$ cat src/rtl/qmix_pkg.sv
package qmix_pkg;
    // Table geometry: 16 entries per carrier cycle, quarter-wave symmetric
    localparam int TBL_ADDR_W = 4;
    localparam int TBL_DEPTH  = 1 << TBL_ADDR_W;
    localparam int COS_OFFSET = TBL_DEPTH / 4;
    // Filter pole 1 - 2^-SHIFT = 15/16
    localparam int POLE_SHIFT = 4;

    // Quarter-wave amplitude for index 0..4 of a 16-entry table at peak 127
    function automatic int quarter_amp(input int k);
        case (k)
            0:       quarter_amp = 0;
            1:       quarter_amp = 49;
            2:       quarter_amp = 90;
            3:       quarter_amp = 117;
            default: quarter_amp = 127;
        endcase
    endfunction

    // Full-cycle sine value for a 4-bit table index
    function automatic int sine_entry(input int idx);
        int q;
        int r;
        q = (idx >> 2) & 3;
        r = idx & 3;
        case (q)
            0:       sine_entry = quarter_amp(r);
            1:       sine_entry = quarter_amp(4 - r);
            2:       sine_entry = -quarter_amp(r);
            default: sine_entry = -quarter_amp(4 - r);
        endcase
    endfunction
endpackage

$ cat src/rtl/qmix_dds.sv
// Local oscillator: registered phase accumulator plus sinusoid table.
// Assumes PHASE_W >= TBL_ADDR_W; the table index is the top TBL_ADDR_W
// phase bits. Phase moves only when adv is high.
module qmix_dds
    import qmix_pkg::*;
#(
    parameter int PHASE_W   = 8,
    parameter int PHASE_INC = 16,
    parameter int LUT_W     = 8
) (
    input  logic                    clk,
    input  logic                    rst_n,
    input  logic                    adv,
    output logic signed [LUT_W-1:0] sin_o,
    output logic signed [LUT_W-1:0] cos_o
);
    localparam logic [PHASE_W-1:0] INC = PHASE_W'(PHASE_INC);

    logic [PHASE_W-1:0]    phase;
    logic [TBL_ADDR_W-1:0] idx_s;
    logic [TBL_ADDR_W-1:0] idx_c;
    logic signed [LUT_W-1:0] table_w [TBL_DEPTH];

    // Table contents computed from the quarter-wave function
    for (genvar k = 0; k < TBL_DEPTH; k++) begin : g_tbl
        assign table_w[k] = LUT_W'(sine_entry(k));
    end

    // Phase accumulator, stepped once per accepted sample
    always_ff @(posedge clk) begin
        if (!rst_n)
            phase <= '0;
        else if (adv)
            phase <= phase + INC;
    end

    assign idx_s = phase[PHASE_W-1 -: TBL_ADDR_W];
    assign idx_c = idx_s + TBL_ADDR_W'(COS_OFFSET);
    assign sin_o = table_w[idx_s];
    assign cos_o = table_w[idx_c];


    phase_step_chk: assert property (@(posedge clk) disable iff (!rst_n)
        adv |=> phase == $past(phase) + INC);

    phase_hold_chk: assert property (@(posedge clk) disable iff (!rst_n)
        !adv |=> $stable(phase));
endmodule

$ cat src/rtl/qmix_mult_stage.sv
// Mixer stage: registers the products of the input sample with the
// oscillator cosine and sine, plus a valid bit. Products hold when idle.
module qmix_mult_stage #(
    parameter int IN_W  = 8,
    parameter int LUT_W = 8,
    localparam int PROD_W = IN_W + LUT_W
) (
    input  logic                     clk,
    input  logic                     rst_n,
    input  logic                     vld_i,
    input  logic signed [IN_W-1:0]   x_i,
    input  logic signed [LUT_W-1:0]  cos_i,
    input  logic signed [LUT_W-1:0]  sin_i,
    output logic                     vld_o,
    output logic signed [PROD_W-1:0] pc_o,
    output logic signed [PROD_W-1:0] ps_o
);
    // Capture both products on an accepted sample
    always_ff @(posedge clk) begin
        if (!rst_n) begin
            vld_o <= 1'b0;
            pc_o  <= '0;
            ps_o  <= '0;
        end else begin
            vld_o <= vld_i;
            if (vld_i) begin
                pc_o <= x_i * cos_i;
                ps_o <= x_i * sin_i;
            end
        end
    end


    stage_valid_chk: assert property (@(posedge clk) disable iff (!rst_n)
        vld_i |=> vld_o);
endmodule

$ cat src/rtl/qmix_leaky_int.sv
// Single-pole recursive low-pass: y = x + y - (y >>> SHIFT).
// Assumes |x| <= X_MAX; ACC_W must hold 2^SHIFT * X_MAX + 2^SHIFT.
module qmix_leaky_int #(
    parameter int X_W   = 16,
    parameter int SHIFT = 4,
    parameter int X_MAX = 16256,
    localparam int ACC_W = X_W + SHIFT + 1
) (
    input  logic                    clk,
    input  logic                    rst_n,
    input  logic                    en,
    input  logic signed [X_W-1:0]   x_i,
    output logic signed [ACC_W-1:0] y_o
);
    localparam logic signed [ACC_W-1:0] Y_LIM =
        ACC_W'((X_MAX << SHIFT) + (1 << SHIFT) - 1);

    logic signed [ACC_W-1:0] x_ext;
    logic signed [ACC_W-1:0] leak;

    assign x_ext = {{(ACC_W-X_W){x_i[X_W-1]}}, x_i};
    assign leak  = y_o >>> SHIFT;

    // State update on each product
    always_ff @(posedge clk) begin
        if (!rst_n)
            y_o <= '0;
        else if (en)
            y_o <= x_ext + y_o - leak;
    end


    no_overflow_chk: assert property (@(posedge clk) disable iff (!rst_n)
        (y_o <= Y_LIM) && (y_o >= -Y_LIM));

    idle_hold_chk: assert property (@(posedge clk) disable iff (!rst_n)
        !en |=> $stable(y_o));
endmodule

$ cat src/rtl/fm_quad_downconv.sv
// Quadrature down-converter: DDS mixing, per-branch leaky integrator,
// negated quadrature branch. Latency two cycles from in_valid to out_valid.
// Assumes in_valid is a per-cycle strobe with no back-pressure.
module fm_quad_downconv
    import qmix_pkg::*;
#(
    parameter int IN_W      = 8,
    parameter int LUT_W     = 8,
    parameter int PHASE_W   = 8,
    parameter int PHASE_INC = 16,
    localparam int PROD_W   = IN_W + LUT_W,
    localparam int ACC_W    = PROD_W + POLE_SHIFT + 1,
    localparam int PROD_MAX = (1 << (IN_W-1)) * ((1 << (LUT_W-1)) - 1)
) (
    input  logic                    clk,
    input  logic                    rst_n,
    input  logic                    in_valid,
    input  logic [IN_W-1:0]         in_sample,
    output logic                    out_valid,
    output logic [ACC_W-1:0]        out_i,
    output logic [ACC_W-1:0]        out_q
);
    logic signed [LUT_W-1:0]  lo_sin;
    logic signed [LUT_W-1:0]  lo_cos;
    logic                     mix_vld;
    logic signed [PROD_W-1:0] mix_c;
    logic signed [PROD_W-1:0] mix_s;
    logic signed [ACC_W-1:0]  acc_i;
    logic signed [ACC_W-1:0]  acc_s;

    qmix_dds #(.PHASE_W(PHASE_W), .PHASE_INC(PHASE_INC), .LUT_W(LUT_W)) u_dds (
        .clk(clk), .rst_n(rst_n), .adv(in_valid), .sin_o(lo_sin), .cos_o(lo_cos)
    );

    qmix_mult_stage #(.IN_W(IN_W), .LUT_W(LUT_W)) u_mix (
        .clk(clk), .rst_n(rst_n), .vld_i(in_valid), .x_i($signed(in_sample)),
        .cos_i(lo_cos), .sin_i(lo_sin), .vld_o(mix_vld), .pc_o(mix_c), .ps_o(mix_s)
    );

    qmix_leaky_int #(.X_W(PROD_W), .SHIFT(POLE_SHIFT), .X_MAX(PROD_MAX)) u_lpf_i (
        .clk(clk), .rst_n(rst_n), .en(mix_vld), .x_i(mix_c), .y_o(acc_i)
    );

    qmix_leaky_int #(.X_W(PROD_W), .SHIFT(POLE_SHIFT), .X_MAX(PROD_MAX)) u_lpf_q (
        .clk(clk), .rst_n(rst_n), .en(mix_vld), .x_i(mix_s), .y_o(acc_s)
    );

    // Output valid follows the mixer stage by one cycle
    always_ff @(posedge clk) begin
        if (!rst_n)
            out_valid <= 1'b0;
        else
            out_valid <= mix_vld;
    end

    assign out_i = acc_i;
    assign out_q = -acc_s;


    reset_clear_chk: assert property (@(posedge clk)
        !rst_n |=> (!out_valid && out_i == '0 && out_q == '0));

    latency_chk: assert property (@(posedge clk) disable iff (!rst_n)
        mix_vld |=> out_valid);

    no_spurious_chk: assert property (@(posedge clk) disable iff (!rst_n)
        !mix_vld |=> !out_valid);

    out_hold_chk: assert property (@(posedge clk) disable iff (!rst_n)
        !mix_vld |=> ($stable(out_i) && $stable(out_q)));
endmodule

$ cat config.mk
export PLATFORM = sky130hd
export DESIGN_NAME = fm_quad_downconv
export DESIGN_NICKNAME = d
export VERILOG_FILES = /design/src/rtl/qmix_pkg.sv /design/src/rtl/qmix_dds.sv /design/src/rtl/qmix_mult_stage.sv /design/src/rtl/qmix_leaky_int.sv /design/src/rtl/fm_quad_downconv.sv
export SDC_FILE = /design/constraint.sdc
export NUM_CORES = 1
export LEC_CHECK = 0
export BUFFER_PORTS_ARGS = -buffer_cell sky130_fd_sc_hd__buf_2
export CAP_MARGIN = 20
export CELL_PAD_IN_SITES_DETAIL_PLACEMENT = 1
export CELL_PAD_IN_SITES_GLOBAL_PLACEMENT = 1
export CORE_AREA = 4 4 154 156
export CTS_CLUSTER_SIZE = 28
export DETAILED_ROUTE_END_ITERATION = 7
export DIE_AREA = 0 0 158 160
export PLACE_DENSITY = 0.88
export RECOVER_POWER = 100
export SLEW_MARGIN = 0
export SYNTH_ARGS = -nofsm -noshare
export SYNTH_HDL_FRONTEND = slang
export SYNTH_SLANG_ARGS = --single-unit
$ cat constraint.sdc
create_clock -name clk -period 15.02 [get_ports clk]
set_clock_uncertainty 0.15 [all_clocks]
set_input_delay 2.253 -clock clk [delete_from_list [all_inputs] [get_ports clk]]
set_output_delay 2.253 -clock clk [all_outputs]
set_load 0.02 [all_outputs]
# After elaboration in Yosys (flattened, before gate mapping)
# Memories as Yosys holds them, arrays and structs flattened.
# Index checks and enable logic that the tools add are counted.
[totals] mem_count=2 ramBits=0 output_inout_bits=43 in_bits=11 latch_bits=0 regBits=84 rom_bits=256
[classes] multipliers=2 reduce_logical=0 bitwise=2 n_lt_le_gt_ge=2 n_div=0 muxes=4 n_shift=0 eq_ne=0 addsub=7
[memory_table] memory="(name not given)" depth=16 width=8 rd=1 rd_ports_with_merged_regs=0 wr=0 line="qmix_dds.sv:39" rtl="assign sin_o = table_w[idx_s];"
[memory_table] memory="(name not given)" depth=16 width=8 rd=1 rd_ports_with_merged_regs=0 wr=0 line="qmix_dds.sv:40" rtl="assign cos_o = table_w[idx_c];"
[op_table] cell="$add A16 B21 Y21" count=2
[op_table] cell="$sub A21 B17 Y21" count=2
[op_table] cell="$mul A8 B8 Y16" count=2
[op_table] cell="$mux W8" count=4
[op_table] cell="$neg A21 Y21" count=1
[op_table] cell="$ge A5 B5 Y1 const B" count=2
[op_table] cell="$not A4 Y5" count=2
[op_table] cell="$add A8 B5 Y8 const B" count=1
[op_table] cell="$add A4 B3 Y4 const B" count=1

# Depth between registers and ports, before layout
[logic_depth] word_depth=6 ltp_mapped=25 depth_no_buf=25

# Hierarchy
# From an unflattened synthesis, not the netlist that was laid out.
[unflattened] hier_cells=1454 hier_area_um2=12132.9
[by_module_without_submodules] module="qmix_mult_stage" cells_each=687 area_per_inst_um2=6132.1 seq_area_each_um2=660.6 instances=1
[by_module_without_submodules] module="qmix_leaky_int" cells_each=321 area_per_inst_um2=2512.4 seq_area_each_um2=420.4 instances=2
[by_module_without_submodules] module="qmix_dds" cells_each=71 area_per_inst_um2=580.6 seq_area_each_um2=80.1 instances=1
[by_module_without_submodules] module="fm_quad_downconv" cells_each=54 area_per_inst_um2=395.4 seq_area_each_um2=20.0 instances=1

# Worst setup path after synthesis
# No wires, ideal clock.
[synth_timing] path_kind="in2reg" startpoint="input in_sample[2]" endpoint="register u_mix.ps_o[15]" arrival_time_ns=6.333 path_buffers=1 required_ns=14.737 setup_time_ns=0.133 slack_ns=8.404 stages=18 cell_sequence="clkbuf_1 -> nand2_1 -> fa_1 -> fa_1 -> inv_1 -> ha_1 -> inv_1 -> fa_1 -> inv_1 -> ha_1 -> a21o_1 -> a21o_1 -> a2111oi_4 -> nor3_2 -> a2111oi_4 -> o2bb2ai_1 -> xnor2_1 -> a21oi_1"
[synth_via] elab_chain_len=1
[synth_rtl] element="start: declaration" line="fm_quad_downconv.sv:18" rtl="input logic [IN_W-1:0] in_sample,"
[synth_rtl] element="$mul A8 B8 Y16" line="qmix_mult_stage.sv:28" rtl="ps_o <= x_i * sin_i;"
[synth_rtl] element="end signal: assignment" line="qmix_mult_stage.sv:28"
[synth_rtl] element="end: declaration" line="qmix_mult_stage.sv:16" rtl="output logic signed [PROD_W-1:0] ps_o"
# Every way passes these cells.
# A chain may end at the register's enable or synchronous reset.

# Worst setup path after layout
[layout_timing] startpoint="register u_dds.phase[6]" endpoint="register u_mix.ps_o[15]"
[layout_via] elab_chain_len=5
[layout_rtl] element="start: declaration" line="qmix_dds.sv:19" rtl="logic [PHASE_W-1:0] phase;"
[layout_rtl] element="start signal: assignment" line="qmix_dds.sv:34" rtl="phase <= phase + INC;"
[layout_rtl] element="$not A4 Y5 (implied by the code)" line="qmix_dds.sv:39"
[layout_rtl] element="$mem_v2 Z16 W8"
[layout_rtl] element="$mux W8 (implied by the code) (2 in series)" line="qmix_dds.sv:39"
[layout_rtl] element="$mul A8 B8 Y16" line="qmix_mult_stage.sv:28"
# Every way passes these cells. The select of a mux whose other input is x is not followed.

==> metrics.txt <==
status=finished, violations left; failing checks=max-capacitance violations, max-slew violations; top_reg_cell synth=dfxtp_1; Max-slew headroom=-1.142; WS Path Type=flip-flop to flip-flop; asr flop ratio synth=0; max_cap viols=2; final wirelength=31.23 mm; Non-Filler Instances=approximately 1700; RSZ-0062 raised after global routing=false; vias per cell=between 5 and 6; CP startpoint=u_dds.phase[6]; root buf cell=clkbuf_16; WL per Instance=18.36 µm; Post-CTS Repair Setup Buffers=0; share of post-route cells with drive strength above 1=0.03319; final setup TNS=0 ns; total congestion overflow=0; final worst slack=between 7 and 8 ns; DRC violations left=0; R2R Path Start=u_dds.phase[6]; Die W=~160 µm; fmax=132.5 MHz; final instance area=0.01235 mm²; ant diodes=0; synthesized area=between 0.01 and 0.015 mm²; Core ar.=~0.022 mm²; clk slew on worst S/H paths=0.08 ns; synthesis-stage register bit count=80; drt initial violations=between 500 and 600; starting density of the core=0.5204; clk_lat worst skew=0.36 ns; Worst-Margin Slew=between 3 and 4 ns; Post-CTS Resized=0; Hold Fails Final Rpt=0; # port buffers=53; Area Growth Syn to Fin=6.096%; worst min path class=flip-flop to flip-flop; Yosys top cell area share=0.2580; first-pass GRT wire length=approximately 52 mm; gpl congestion=approximately 0.84; Worst Min Path Start=u_mix.pc_o[7]; hpwl dp=around 24 mm; Max FO, Critical Path=17; Hold Buf Count CTS=0; row count=55; Yosys cell types=69; Final period util=0.5025; number of I/O pins=between 50 and 60; GRT Overall Usage=0.2515; Num CTS Buffers=9; Data arrival, critical path=7.54 ns; Via Count=9423; CTS H-Tree Depth=3; dpl ws=roughly 8 ns; nets=roughly 1700; clock tree buffer depth=2; fin crit period=roughly 7.5 ns; dominant cells by area after synthesis=fa_1 26%, dfxtp_1 14%, ha_1 12%, inv_1 11%, xnor2_1 4.8%; Worst setup EP type=flip-flop; number of synthesized flops with an enable pin=0; area leader, netlist=fa_1; Syn Inst Count=1379; Critical Path Source Type=flip-flop; Pins Over Slew Limit=around 110; CTS tree=built; Mapped Nets=around 1700; Avg Cell Area, Syn=roughly 8.4 µm²; WP data required=between 15 and 20 ns; synthesis warning total=0; vias in the first global route=roughly 10000; largest net degree at the start of global routing=70; Placed Cells=between 1500 and 2000; Die ar.=between 0.02 and 0.03 mm²; die height=160 µm; sequential fraction of the synthesis area=0.1376; placed cell area=0.01214 mm²; antenna violations before repair=0; Pre-Repair DR Iteration Count=7; Antenna Nets Post-Route=0; # setup viols final=0; # clock sinks=80
-- layout by cell type (no fill, tap or decap), types with 20 or more instances in the layout --
master	count
nor2_1	106
inv_1	336
clkbuf_1	43
ha_1	110
a21oi_1	49
nand2_1	75
xnor2_1	64
and2_1	75
o21ai_0	30
a211oi_1	20
a21o_1	20
mux2i_1	43
fa_1	150
dfxtp_1	79
-- layer usage --
layer | up-vias | global-route usage | share of wire
met5 | - | 0 | 0
met4 | 0 | 0.05855 | 0.016
met3 | 45 | 0.02547 | 0.037
met2 | 204 | 0.4534 | 0.52
met1 | 4804 | 0.3230 | 0.43
li1 | 4370 | - | -
-- worst max-delay path: stages, from the launching register on --
cell	delay, ns
dfxtp_1	0.78
clkinv_1	0.44
nand2_1	0.19
a21boi_0	0.82
mux2_1	0.41
nand2_1	0.11
fa_1	0.47
fa_1	0.54
inv_1	0.06
fa_1	0.54
inv_1	0.06
fa_1	0.53
inv_1	0.04
ha_1	0.35
a2111oi_0	0.68
nor3_2	0.11
a2111oi_0	0.63
o2bb2ai_1	0.21
xnor2_1	0.14
a21oi_1	0.08
-- logic make-up (layout without fill, tap and decap cells) --
group | count (synthesis) | in the layout | synth area share
buffers and inverters | 374 | 411 | 0.1210
and+or+nand+nor | 353 | 353 | 0.1520
adders and majority gates | 260 | 260 | 0.3763
AOI/OAI and AO/OA | 183 | 183 | 0.1079
DFF | 80 | 80 | 0.1376
xor gates and xnor gates | 79 | 79 | 0.05945
muxes | 50 | 50 | 0.04569
-- cells in the mapped netlist (6+ instances only) --
library cell and number:
inv_1 337, fa_1 150, ha_1 110, nor2_1 106, dfxtp_1 80, and2_1 76
nand2_1 75, xnor2_1 64, a21oi_1 49, mux2i_1 43, o21ai_0 26, clkbuf_1 25
a211oi_1 20, a21o_1 20, nand3_1 19, nor3_1 16, xor2_1 15, nor2b_1 14
nand2b_1 10, o21a_1 9, o21ai_1 9, buf_1 8, o31ai_1 8, and3_1 7
o21bai_1 6, or3_1 6
-- state kept, by name, indices dropped and copies added, names as in the netlist --
signal,count
out_valid,1
u_dds.phase,4
u_lpf_i.y_o,21
u_lpf_q.y_o,21
u_mix.pc_o,16
u_mix.ps_o,16
u_mix.vld_o,1
-- layout make-up --
class	count	area, µm²
tap	285	356.6
fill	2726	10020
clock inverter	7	82.58
sequential	80	1603
inverter	339	1272
clock buffer	9	225.2
timing repair buffer	56	241.5
multi-input combinational	925	8567
-- path summary, 6_finish.rpt --
kind | end | slack (ns) | depth (start not counted)
worst min-delay path | u_mix.pc_o[7] | 0.35 | 2
worst max register to register | u_mix.ps_o[15] | 7.47 | 19
worst min register to register | u_mix.pc_o[7] | 0.35 | 2
worst max-delay path | u_mix.ps_o[15] | 7.47 | 19
-- per-stage QoR --
step	utilization	hold WS, ns
floorplan	-	0.2954
global placement	0.5428	0.3200
detailed placement	0.5428	0.3412
CTS	0.5566	0.3596
global route	0.5521	0.3887
finish	0.5521	0.3546
Power is not shown: default switching activity piles up to over one toggle a cycle in this logic, so the estimate is an artifact.
